==> config.mk <==
export PLATFORM = sky130hd
export DESIGN_NAME = sio_channel
export DESIGN_NICKNAME = d
export VERILOG_FILES = /design/src/rtl/sio_pkg.sv /design/src/rtl/sio_sync.sv /design/src/rtl/sio_baud.sv /design/src/rtl/sio_tx.sv /design/src/rtl/sio_rx.sv /design/src/rtl/sio_channel.sv
export SDC_FILE = /design/constraint.sdc
export NUM_CORES = 1
export LEC_CHECK = 0
export BUFFER_PORTS_ARGS = -buffer_cell sky130_fd_sc_hd__clkbuf_2
export CAP_MARGIN = 20
export CORE_MARGIN = 2
export CORE_UTILIZATION = 60
export DETAILED_ROUTE_END_ITERATION = 7
export HOLD_SLACK_MARGIN = 0.02
export PLACE_DENSITY = 0.87
export SYNTH_ARGS = -nofsm -noshare
export SYNTH_HDL_FRONTEND = slang
export SYNTH_SLANG_ARGS = --single-unit
export TNS_END_PERCENT = 20
==> constraint.sdc <==
create_clock -name clk -period 9.86 [get_ports clk]
set_clock_uncertainty 0.1 [all_clocks]
set_input_delay 0.493 -clock clk [delete_from_list [all_inputs] [get_ports clk]]
set_output_delay 0.493 -clock clk [all_outputs]
set_load 0.1 [all_outputs]
==> src/rtl/sio_pkg.sv <==
`timescale 1ns/1ps
package sio_pkg;

   localparam int unsigned N_RATES = 16;

   typedef enum logic [1:0] {
      LM_NORMAL = 2'b00,
      LM_ECHO   = 2'b01,
      LM_LOCAL  = 2'b10,
      LM_REMOTE = 2'b11
   } line_mode_e;

   typedef struct packed {
      logic [1:0] stop;
      logic       par_even;
      logic       par_en;
      logic [1:0] len;
      logic [1:0] factor;
   } mode1_t;

   // bit rate times ten, so that 134.5 stays an integer
   function automatic longint unsigned rate_x10(input int unsigned code);
      case (code)
         0:  return 500;
         1:  return 750;
         2:  return 1100;
         3:  return 1345;
         4:  return 1500;
         5:  return 3000;
         6:  return 6000;
         7:  return 12000;
         8:  return 18000;
         9:  return 20000;
         10: return 24000;
         11: return 36000;
         12: return 48000;
         13: return 72000;
         14: return 96000;
         default: return 192000;
      endcase
   endfunction

   // rounded divisor for a 16x tick
   function automatic longint unsigned rate_div(input longint unsigned clk_hz,
                                                input int unsigned code);
      longint unsigned den;
      den = 16 * rate_x10(code);
      return (clk_hz * 10 + den / 2) / den;
   endfunction

   function automatic logic [7:0] len_mask(input logic [1:0] len);
      return 8'hFF >> (2'd3 - len);
   endfunction

endpackage

==> src/rtl/sio_sync.sv <==
`timescale 1ns/1ps
module sio_sync #(
   parameter int unsigned W      = 4,
   parameter int unsigned STAGES = 2
) (
   input  logic         clk,
   input  logic         rst_n,
   input  logic [W-1:0] d,
   output logic [W-1:0] q
);
   if (STAGES < 1) begin : g_bad
      $error("sio_sync: STAGES must be at least 1");
   end

   logic [W-1:0] chain [STAGES];

   for (genvar s = 0; s < STAGES; s++) begin : g_stage
      always_ff @(posedge clk or negedge rst_n) begin
         if (!rst_n) chain[s] <= '1;
         else if (s == 0) chain[s] <= d;
         else chain[s] <= chain[(s == 0) ? 0 : s - 1];
      end
   end

   assign q = chain[STAGES-1];
endmodule

==> src/rtl/sio_baud.sv <==
`timescale 1ns/1ps
module sio_baud
   import sio_pkg::*;
#(
   parameter longint unsigned CLK_HZ = 5068800,
   parameter int unsigned     DIV_W  = 13
) (
   input  logic       clk,
   input  logic       rst_n,
   input  logic [3:0] sel,
   output logic       tick
);
   logic [DIV_W-1:0] div_tab [N_RATES];
   logic [DIV_W-1:0] cnt;

   for (genvar g = 0; g < N_RATES; g++) begin : g_tab
      localparam longint unsigned D = rate_div(CLK_HZ, g);
      if (D < 2 || D >= (64'd1 << DIV_W)) begin : g_bad
         $error("sio_baud: divisor out of range for rate code");
      end
      assign div_tab[g] = DIV_W'(D);
   end

   always_ff @(posedge clk or negedge rst_n) begin
      if (!rst_n) begin
         cnt  <= '0;
         tick <= 1'b0;
      end else begin
         tick <= 1'b0;
         if (cnt >= div_tab[sel] - 1'b1) begin
            cnt  <= '0;
            tick <= 1'b1;
         end else begin
            cnt <= cnt + 1'b1;
         end
      end
   end

   // every divisor is at least two, so ticks never touch
   a_r3_tick_gap: assert property (@(posedge clk) disable iff (!rst_n)
      tick |=> !tick);
endmodule

==> src/rtl/sio_tx.sv <==
`timescale 1ns/1ps
module sio_tx
   import sio_pkg::*;
(
   input  logic       clk,
   input  logic       rst_n,
   input  logic       tick,
   input  mode1_t     mode,
   input  logic       go_ok,
   input  logic       thr_wr,
   input  logic [7:0] thr_din,
   output logic       thr_empty,
   output logic       idle,
   output logic       ser
);
   typedef enum logic [2:0] {T_IDLE, T_START, T_DATA, T_PAR, T_STOP} tx_st_e;

   tx_st_e     state;
   logic [7:0] thr_q, sh;
   logic [4:0] sub;
   logic [2:0] bitn;
   logic       par_q;
   logic [4:0] stop_last;
   logic [2:0] last_bit;
   logic [7:0] dm;
   logic       stop_end, load;

   always_comb begin
      case (mode.stop)
         2'b10:   stop_last = 5'd23;
         2'b11:   stop_last = 5'd31;
         default: stop_last = 5'd15;
      endcase
   end

   assign last_bit = 3'(mode.len) + 3'd4;
   assign dm       = thr_q & len_mask(mode.len);
   assign stop_end = (state == T_STOP) && (sub == stop_last);
   assign load     = tick && (state == T_IDLE || stop_end) && !thr_empty && go_ok;

   always_ff @(posedge clk or negedge rst_n) begin
      if (!rst_n) begin
         state     <= T_IDLE;
         thr_q     <= '0;
         thr_empty <= 1'b1;
         sh        <= '0;
         sub       <= '0;
         bitn      <= '0;
         par_q     <= 1'b0;
      end else begin
         if (load) begin
            state     <= T_START;
            sub       <= '0;
            sh        <= dm;
            par_q     <= (^dm) ^ ~mode.par_even;
            thr_empty <= 1'b1;
         end else if (tick) begin
            case (state)
               T_START: if (sub == 5'd15) begin
                           state <= T_DATA; sub <= '0; bitn <= '0;
                        end else sub <= sub + 1'b1;
               T_DATA:  if (sub == 5'd15) begin
                           sub <= '0;
                           sh  <= sh >> 1;
                           if (bitn == last_bit) state <= mode.par_en ? T_PAR : T_STOP;
                           else bitn <= bitn + 1'b1;
                        end else sub <= sub + 1'b1;
               T_PAR:   if (sub == 5'd15) begin
                           state <= T_STOP; sub <= '0;
                        end else sub <= sub + 1'b1;
               T_STOP:  if (stop_end) state <= T_IDLE;
                        else sub <= sub + 1'b1;
               default: ;
            endcase
         end
         if (thr_wr) begin
            thr_q     <= thr_din;
            thr_empty <= 1'b0;
         end
      end
   end

   always_comb begin
      case (state)
         T_START: ser = 1'b0;
         T_DATA:  ser = sh[0];
         T_PAR:   ser = par_q;
         default: ser = 1'b1;
      endcase
   end

   assign idle = (state == T_IDLE);

   // a frame only begins when the transmitter was allowed to go
   a_r8_start_needs_go: assert property (@(posedge clk) disable iff (!rst_n)
      (state == T_START && $past(state) != T_START) |-> $past(go_ok));
   // the data bit counter never passes the programmed length
   a_r4_len_bound: assert property (@(posedge clk) disable iff (!rst_n)
      (state == T_DATA) |-> (bitn <= last_bit));
endmodule

==> src/rtl/sio_rx.sv <==
`timescale 1ns/1ps
module sio_rx
   import sio_pkg::*;
(
   input  logic       clk,
   input  logic       rst_n,
   input  logic       tick,
   input  logic       line,
   input  logic       en,
   input  mode1_t     mode,
   input  logic       take,
   input  logic       err_clr,
   output logic [7:0] hold,
   output logic       full,
   output logic       pe,
   output logic       oe,
   output logic       fe
);
   typedef enum logic [2:0] {R_IDLE, R_START, R_DATA, R_PAR, R_STOP} rx_st_e;

   rx_st_e     state;
   logic [7:0] sh;
   logic [3:0] sub;
   logic [2:0] bitn;
   logic       pbit, armed;
   logic [2:0] last_bit;
   logic       done;

   assign last_bit = 3'(mode.len) + 3'd4;
   assign done     = tick && en && (state == R_STOP) && (sub == 4'd15);

   always_ff @(posedge clk or negedge rst_n) begin
      if (!rst_n) begin
         state <= R_IDLE;
         sh    <= '0;
         sub   <= '0;
         bitn  <= '0;
         pbit  <= 1'b0;
         armed <= 1'b0;
         hold  <= '0;
         full  <= 1'b0;
         pe    <= 1'b0;
         oe    <= 1'b0;
         fe    <= 1'b0;
      end else begin
         if (take)    full <= 1'b0;
         if (err_clr) begin pe <= 1'b0; oe <= 1'b0; fe <= 1'b0; end
         if (!en) begin
            state <= R_IDLE;
         end else if (tick) begin
            case (state)
               R_IDLE:  begin
                           if (line) armed <= 1'b1;
                           else if (armed) begin
                              state <= R_START; sub <= '0; sh <= '0;
                           end
                        end
               R_START: if (sub == 4'd7) begin
                           sub <= '0; bitn <= '0;
                           state <= line ? R_IDLE : R_DATA;
                        end else sub <= sub + 1'b1;
               R_DATA:  if (sub == 4'd15) begin
                           sub <= '0;
                           sh[bitn] <= line;
                           if (bitn == last_bit) state <= mode.par_en ? R_PAR : R_STOP;
                           else bitn <= bitn + 1'b1;
                        end else sub <= sub + 1'b1;
               R_PAR:   if (sub == 4'd15) begin
                           sub <= '0; pbit <= line; state <= R_STOP;
                        end else sub <= sub + 1'b1;
               R_STOP:  if (sub == 4'd15) begin
                           state <= R_IDLE;
                           armed <= line;
                           if (full && !take) begin
                              oe <= 1'b1;
                           end else begin
                              hold <= sh;
                              full <= 1'b1;
                              if (!line) fe <= 1'b1;
                              if (mode.par_en && (pbit != ((^sh) ^ ~mode.par_even))) pe <= 1'b1;
                           end
                        end else sub <= sub + 1'b1;
               default: state <= R_IDLE;
            endcase
         end
      end
   end

   // an overrun keeps the held character
   a_r7_keep_old: assert property (@(posedge clk) disable iff (!rst_n)
      (done && full && !take) |=> ($stable(hold) && oe));
   // the ready flag only rises at the end of a frame
   a_r5_full_from_frame: assert property (@(posedge clk) disable iff (!rst_n)
      $rose(full) |-> $past(done));
endmodule

==> src/rtl/sio_channel.sv <==
`timescale 1ns/1ps
module sio_channel
   import sio_pkg::*;
#(
   parameter longint unsigned CLK_HZ      = 5068800,
   parameter int unsigned     SYNC_STAGES = 2
) (
   input  logic       clk,
   input  logic       rst_n,
   input  logic [1:0] reg_idx,
   input  logic       wr_en,
   input  logic       rd_en,
   input  logic [7:0] wdata,
   output logic [7:0] rdata,
   output logic       tx_ready,
   output logic       rx_ready,
   output logic       txd,
   output logic       rts_n,
   output logic       dtr_n,
   input  logic       rxd,
   input  logic       cts_n,
   input  logic       dsr_n,
   input  logic       dcd_n
);
   localparam int unsigned DIV_W = $clog2(rate_div(CLK_HZ, 0) + 1);

   mode1_t     mode1_q;
   logic [7:0] mode2_q, cmd_q;
   logic       ptr_q, dschg_q, txd_q;
   logic [3:0] pins_s;
   logic       rxd_s, cts_s, dsr_s, dcd_s, dsr_d, dcd_d;
   logic       tick, thr_empty, tx_idle, tx_ser;
   logic [7:0] hold;
   logic       full, pe, oe, fe;
   line_mode_e lm;
   logic       go_ok, rx_en, rx_line, txemt;
   logic       acc_cmd, acc_mode, stat_rd, data_rd;
   logic [7:0] status;

   sio_sync #(.W(4), .STAGES(SYNC_STAGES)) u_sync (
      .clk(clk), .rst_n(rst_n),
      .d({rxd, cts_n, dsr_n, dcd_n}), .q(pins_s));
   assign {rxd_s, cts_s, dsr_s, dcd_s} = pins_s;

   sio_baud #(.CLK_HZ(CLK_HZ), .DIV_W(DIV_W)) u_baud (
      .clk(clk), .rst_n(rst_n), .sel(mode2_q[3:0]), .tick(tick));

   assign lm      = line_mode_e'(cmd_q[7:6]);
   assign go_ok   = cmd_q[0] && (!cts_s || lm == LM_LOCAL);
   assign rx_en   = cmd_q[2] && (lm != LM_REMOTE);
   assign rx_line = (lm == LM_LOCAL) ? tx_ser : rxd_s;

   assign acc_cmd  = (wr_en || rd_en) && reg_idx == 2'd3;
   assign acc_mode = (wr_en || rd_en) && reg_idx == 2'd2;
   assign stat_rd  = rd_en && reg_idx == 2'd1;
   assign data_rd  = rd_en && reg_idx == 2'd0;

   sio_tx u_tx (
      .clk(clk), .rst_n(rst_n), .tick(tick), .mode(mode1_q), .go_ok(go_ok),
      .thr_wr(wr_en && reg_idx == 2'd0), .thr_din(wdata),
      .thr_empty(thr_empty), .idle(tx_idle), .ser(tx_ser));

   sio_rx u_rx (
      .clk(clk), .rst_n(rst_n), .tick(tick), .line(rx_line), .en(rx_en),
      .mode(mode1_q), .take(data_rd), .err_clr(wr_en && reg_idx == 2'd3 && wdata[4]),
      .hold(hold), .full(full), .pe(pe), .oe(oe), .fe(fe));

   assign txemt  = cmd_q[0] && thr_empty && tx_idle;
   assign status = {~dsr_s, ~dcd_s, fe, oe, pe, txemt | dschg_q, full, thr_empty};

   always_ff @(posedge clk or negedge rst_n) begin
      if (!rst_n) begin
         mode1_q <= '0;
         mode2_q <= '0;
         cmd_q   <= '0;
         ptr_q   <= 1'b0;
         dschg_q <= 1'b0;
         dsr_d   <= 1'b1;
         dcd_d   <= 1'b1;
         txd_q   <= 1'b1;
      end else begin
         if (wr_en && reg_idx == 2'd2) begin
            if (ptr_q) mode2_q <= wdata;
            else       mode1_q <= mode1_t'(wdata);
         end
         if (wr_en && reg_idx == 2'd3) cmd_q <= wdata;
         if (acc_cmd)       ptr_q <= 1'b0;
         else if (acc_mode) ptr_q <= ~ptr_q;
         dsr_d <= dsr_s;
         dcd_d <= dcd_s;
         if (dsr_s != dsr_d || dcd_s != dcd_d) dschg_q <= 1'b1;
         else if (stat_rd)                     dschg_q <= 1'b0;
         case (lm)
            LM_NORMAL: txd_q <= cmd_q[3] ? 1'b0 : tx_ser;
            LM_LOCAL:  txd_q <= 1'b1;
            default:   txd_q <= rxd_s;
         endcase
      end
   end

   always_comb begin
      case (reg_idx)
         2'd0:    rdata = hold;
         2'd1:    rdata = status;
         2'd2:    rdata = ptr_q ? mode2_q : mode1_q;
         default: rdata = cmd_q;
      endcase
   end

   assign txd      = txd_q;
   assign rts_n    = ~cmd_q[5];
   assign dtr_n    = ~cmd_q[1];
   assign tx_ready = thr_empty && cmd_q[0];
   assign rx_ready = full;

   // a command access always homes the mode pointer
   a_r2_ptr_home: assert property (@(posedge clk) disable iff (!rst_n)
      acc_cmd |=> !ptr_q);
   // a status read with no fresh edge leaves the change flag clear
   a_r11_read_clears: assert property (@(posedge clk) disable iff (!rst_n)
      (stat_rd && dsr_s == dsr_d && dcd_s == dcd_d) |=> !dschg_q);
endmodule

---- After elaboration in Yosys (flattened, before gate mapping) ----
Memory sizes are Yosys's and may differ from the RTL's.
Cells that the tools add are included.
storage, ports and cells
  bits in registers ....................... 112
  ROM bits ................................ 208
  bits of input ports ..................... 18
  output and inout bits ................... 13
  word-level logic and storage cells ...... 266
  memories kept ........................... 1
operators by class
  add/sub/neg operators ................... 8
  magnitude comparators ................... 4
  eq/ne operators ......................... 49
  shift-type cells ........................ 1
  muxes and demuxes ....................... 96
  bitwise logic cells ..................... 13
  reductions and logical operators ........ 60
memories
  name             depth  width  rd ports  clocked after Yosys merged registers in  wr ports  line            text
  (no name shown)  16     13     1         0                                        0         sio_baud.sv:30  if (cnt >= div_tab[sel] - 1'b1) begin
operators with widths
  kind                                                                   count
  3-bit two-way mux                                                      23
  8-bit two-way mux                                                      8
  13-bit two-way mux                                                     3
  1-bit two-way mux                                                      38
  3-bit != test (second input constant)                                  8
  8-bit one-hot mux with 3 select lines                                  1
  6-bit AND reduction                                                    4
  4-bit two-way mux                                                      5
  5-bit two-way mux                                                      4
  5-bit one-hot mux with 2 select lines                                  2
  2-bit nonzero test                                                     10
  1-bit logical AND                                                      19
  4-bit one-hot mux with 4 select lines                                  1
  8-bit one-hot mux with 2 select lines                                  1
  8-bit XOR reduction                                                    2
  3-bit by 1-bit != test with 1-bit output (second input constant)       5
  3-bit one-hot mux with 5 select lines                                  1
  2-bit != test (second input constant)                                  7
  13-bit by 1-bit adder with 13-bit output (second input constant)       1
  13-bit >= comparator                                                   1
  13-bit by 1-bit subtractor with 13-bit output (second input constant)  1
  3-bit by 2-bit == test with 1-bit output (second input constant)       4
  2-bit by 1-bit != test with 1-bit output (second input constant)       6
  3-bit one-hot mux with 2 select lines                                  2
  45 further kinds                                                       74

---- Longest topological paths before layout ----
  word-level depth ........................ 10
  gate-level depth with buffers ........... 17
  mapped depth without buffers ............ 15

---- Cells and area by module ----
A second synthesis with hierarchy kept.
second synthesis, totals
  cells, all modules ...................... 650
  area total of the unflattened synthesis .. 6752.7 µm²
modules (own cells, without submodules)
  module       times used  cells an instance  area an instance (µm²)  sequential area each (µm²)
  sio_rx       1           191                1883.1                  800.8
  sio_tx       1           165                1610.3                  726.9
  sio_channel  1           108                1519.0                  729.4
  sio_baud     1           174                1500.2                  350.3
  sio_sync     1           12                 240.2                   210.2

---- Least setup slack after synthesis ----
Ideal clock, no wire load.
  path kind ............................... input-to-output
  start ................................... in reg_idx[0]
  end ..................................... out rdata[0]
  data arrival time ....................... 3.568 ns
  required time ........................... 9.267 ns
  setup slack ............................. 5.699 ns
  cell stages on the path ................. 6
  path buffers ............................ 2
  path through ............................ clkbuf_1 -> buf_1 -> mux2i_1 -> a22oi_1 -> a21oi_1 -> o21ai_0
on the way
  cells in the longest elaborated chain, start to end .. 2
  elaborated cells on any way between the ends .. 4
  classes of those cells .................. 2 x eq/ne; 1 x mux; 1 x reduce/logical
RTL lines
  item                                     line                text
  start, declared                          sio_channel.sv:10   input logic [1:0] reg_idx,
  2-bit == test (tied with other cells)    sio_channel.sv:102  case (reg_idx)
  8-bit one-hot mux with 3 select lines *  sio_channel.sv:102
  end, declared                            sio_channel.sv:14   output logic [7:0] rdata,
Mark *: on every way between the ends. The rest lies on a longest branch, timed or not.

---- Worst setup path after layout ----
  start ................................... reg mode2_q[1]
  end ..................................... reg u_baud.cnt[9]
on the way
  cells in the longest elaborated chain, start to end .. 7
RTL lines
  item                                                    line               text
  start, declared                                         sio_channel.sv:28  logic [7:0] mode2_q, cmd_q;
  start signal, assigned                                  sio_channel.sv:83  if (ptr_q) mode2_q <= wdata;
  4-bit NOT with 5-bit output (not written as such)       sio_baud.sv:30
  memory 16 x 13 bit                                      n/a
  13-bit two-way mux (not written as such) (2 in series)  sio_baud.sv:30
  13-bit by 1-bit subtractor with 13-bit output           sio_baud.sv:30
  13-bit >= comparator                                    sio_baud.sv:30
  13-bit two-way mux                                      sio_baud.sv:30
  end signal, assigned                                    sio_baud.sv:34     cnt <= cnt + 1'b1;
  end, declared                                           sio_baud.sv:14     logic [DIV_W-1:0] cnt;
No other way between the ends. The select of a mux whose other input is x is not followed.
A chain may end at the register's enable or synchronous reset.

==> summary.txt <==
Global routing
  • Number of global-route vias before repair: 5234
  • Initial antenna violation count: 0
  • First-pass GRT wire length: 25600 microns
  • Gr usage total: 0.276
  • Largest net degree at the start of global routing: 71
  • Overflow after GRT: 0

Place
  • Dpl hpwl: 11100 microns
  • Post-DP Area: 6910 sq um
  • PortBufs: 30
  • Place WS: 5.26 ns
  • DP Cell Count: 821
  • Final GP Congestion: 0.958

Finish
  • Fin cells: 838
  • Inserted Diodes: 0
  • Fin nets: 736
  • Design area: 7160 sq um
  • Layout cell share with drive strength beyond 1: 0.166
  • Area grow syn2layout: 6.63%

Power
  • Clock share of power: 0.201
  • Power Density: 225 nW/um^2
  • Switching share of power: 0.412
  • Flop pwr share: 0.399
  • Worst VDD drop: 0.176 mV
  • Pint: 0.000947 W
  • Static leakage: 3.04 nW
  • Net Sw Power: 0.000664 W
  • Logic pwr share: 0.400

Synthesis
  • Largest area contributor in the netlist: dfrtp_1
  • Sequential share of the synthesized area: 0.420
  • Yosys reg bits: 112
  • Syn nets: 725
  • Post-Synthesis Cell Area: 6720 sq um
  • Post-synth EDFFs: 0
  • Synth Warn #: 0
  • Top-count cell post-synth: dfrtp_1
  • Synth Instances: 682
  • Synth cell count leaders: dfrtp_1, nand2_1, a21oi_1
  • Post-Syn Area per Cell: 9.85 sq um
  • Leading post-synthesis cells by cell area: dfrtp_1, mux2_2, dfstp_2, ha_1, a21oi_1
  • Synth Flop Type: dfrtp_1
  • Netlist cell types: 80
  • Synth top area share: 0.373
  • Ys async rst share: 1.00

Route
  • Metal2 WL: 7570 microns
  • Routed WL per cell: 18.3 microns
  • Top Metal Used: met4
  • Antenna Nets Post-Route: 0
  • Final wirelength: 15400 microns
  • Metal3 WL: 871 microns
  • Via count: 5340
  • DRC viols: 0
  • Drt pass-1 iters: 5
  • Via/cell ratio: 6.37
  • WL met1: 6340 microns
  • Initial drt markers: 595

STA
  • Final period utilization: 0.474
  • Worst-Margin Slew: 0.942 ns
  • Hold Vio Cnt, Final: 0
  • Worst Setup Slack, final: 5.19 ns
  • Tmin final: 4.67 ns
  • Final Max Slew Viols: 0
  • # setup viols final: 0
  • Fmax: 214 MHz
  • RSZ-0062 raised after global routing: no
  • Slew margin rel.: 0.369
  • Setup TNS: 0 ns

Worst setup path
  • Setup Crit Path Kind: register to register
  • Req. time, crit path: 10.00 ns
  • CP max FO: 14
  • Delay-heaviest family, CP: compound AO/OA/AOI/OAI gates
  • Top cell by count, worst path: ha_1
  • Critical Path, Cell by Cell: inv_1, ha_1, mux2_4, a21oi_2, ha_1, o21ai_0, nor3b_2, or3b_1, xor2_1, ha_1, and4_1, o211ai_1, o211ai_1, a21oi_1
  • Worst R2R Start: mode2_q[1]$_DFFE_PN0P_
  • CP max stage cell: o211ai_1
  • Slowest cell delay on critical path: 0.75 ns
  • Crit path launch type: register
  • Critical path capture point type: register
  • Critical path startpoint: mode2_q[1]$_DFFE_PN0P_
  • Crit path buf inv count: 1
  • Data arrival, critical path: 4.81 ns

Clock network
  • CTS tree: yes
  • CTS-repair resized insts: 0
  • TritonCTS Buffers: 9
  • Clock Latency Late Sink: 0.40 ns
  • CTS Buffer Depth: 2
  • Clk pin slew, worst setup/hold paths: 0.11 ns
  • # clock sinks: 112
  • Root buffer cell: clkbuf_8
  • H-tree Lvls: 3

Run status
  • Status: finished clean

Floorplan
  • Die span in y: 110 microns
  • Die Wd: 110 microns
  • Row cnt: 38
  • I/O Pins: 31
  • Total die area: 12100 sq um
  • Initial core utilization: 0.617
  • Area of the core: 10900 sq um

Min path
  • Min-Delay Path Class: input pin to register
  • Worst Min Path Start: cts_n

Run
  • Max_cap viols: 0
[sequential cells by signal (all words and copies together) (netlist names), 5 cells and up]
name	cells
cmd_q	8
mode1_q	8
mode2_q	8
u_baud.cnt	13
u_rx.hold	8
u_rx.sh	8
u_tx.sh	8
u_tx.sub	5
u_tx.thr_q	8
[per-stage QoR]
step / utilization / hold WS, ns / power, W
floorplan: - / 0.0974 / 0.00114
global placement: 0.635 / 0.246 / 0.00124
detailed placement: 0.635 / 0.248 / 0.00128
CTS: 0.658 / 0.0462 / 0.00161
global route: 0.658 / 0.0266 / 0.00171
finish: 0.658 / 0.0652 / 0.00161
[final timing paths]
| check | cells after the start | slack, ns | to |
|---|---|---|---|
| min in group asynchronous | 2 | 0.51 | u_baud.cnt[1]$_DFF_PN0_ |
| worst min register to register | 0 | 0.26 | u_sync.q[1]$_DFF_PN1_ |
| max in group asynchronous | 3 | 7.87 | cmd_q[2]$_DFFE_PN0P_ |
| worst max-delay path | 14 | 5.19 | u_baud.cnt[9]$_DFF_PN0_ |
| worst max register to register | 14 | 5.19 | u_baud.cnt[9]$_DFF_PN0_ |
| worst min-delay path | 1 | 0.07 | u_sync.chain[6]$_DFF_PN1_ |
[power groups by stage]
| stage | combinational, W | sequential [W] | clock (W) |
|---|---|---|---|
| 5_1_grt | 0.000710 | 0.000655 | 0.000349 |
| 6_report | 0.000644 | 0.000643 | 0.000324 |
| 3_5_place_dp | 0.000635 | 0.000648 | 0 |
| 2_1_floorplan | 0.000539 | 0.000599 | 0 |
| 3_3_place_gp | 0.000597 | 0.000642 | 0 |
| 4_1_cts | 0.000639 | 0.000640 | 0.000329 |
[cell usage in the layout, fill, tap and decap left out, types with 6 or more instances in the layout]
cell	count
clkbuf_2	29
nand2_1	59
clkbuf_8	10
nand3_1	22
inv_1	23
and3_1	6
mux2_1	10
o21ai_0	41
and2_1	6
xnor2_1	29
o211ai_1	7
ha_1	25
dfrtp_1	100
o21ai_1	20
nor2b_1	11
a21oi_1	56
mux2i_1	18
nor2_1	26
a31oi_1	11
nand2b_1	9
dfstp_2	12
o31ai_1	9
mux2_2	33
xor2_1	13
nor3_1	12
[timing repair]
action                    4_1_cts  5_1_grt
hold buffers                    1        0
setup buffers                   0        0
hold endpoints to repair       36        0
[cell families after synthesis]
logic type                 count (synthesis)  synth area share
AOI/OAI and AO/OA                        201             0.196
xor gates and xnor gates                  42            0.0548
adders and majority gates                 25            0.0466
buffers and inverters                     56            0.0341
DFF                                      112             0.420
muxes                                     64             0.108
and+or+nand+nor                          182             0.141
[final cells by class]
cell class | instances | area, sq um
Clock inverter | 6 | 101
Inverter | 24 | 90.1
Tap cell | 140 | 175
Multi-Input combinational cell | 514 | 3670
Fill cell | 821 | 3730
Timing Repair Buffer | 32 | 170
Sequential cell | 112 | 2820
Clock buffer | 10 | 138
[layer usage]
layer  global-route usage  vias to the layer above
met4                0.123                        0
met1                0.352                     2543
met3               0.0593                       46
met2                0.450                      246
li1                     -                     2505
met5                    0                        -
(Power assumes the default switching activity.)
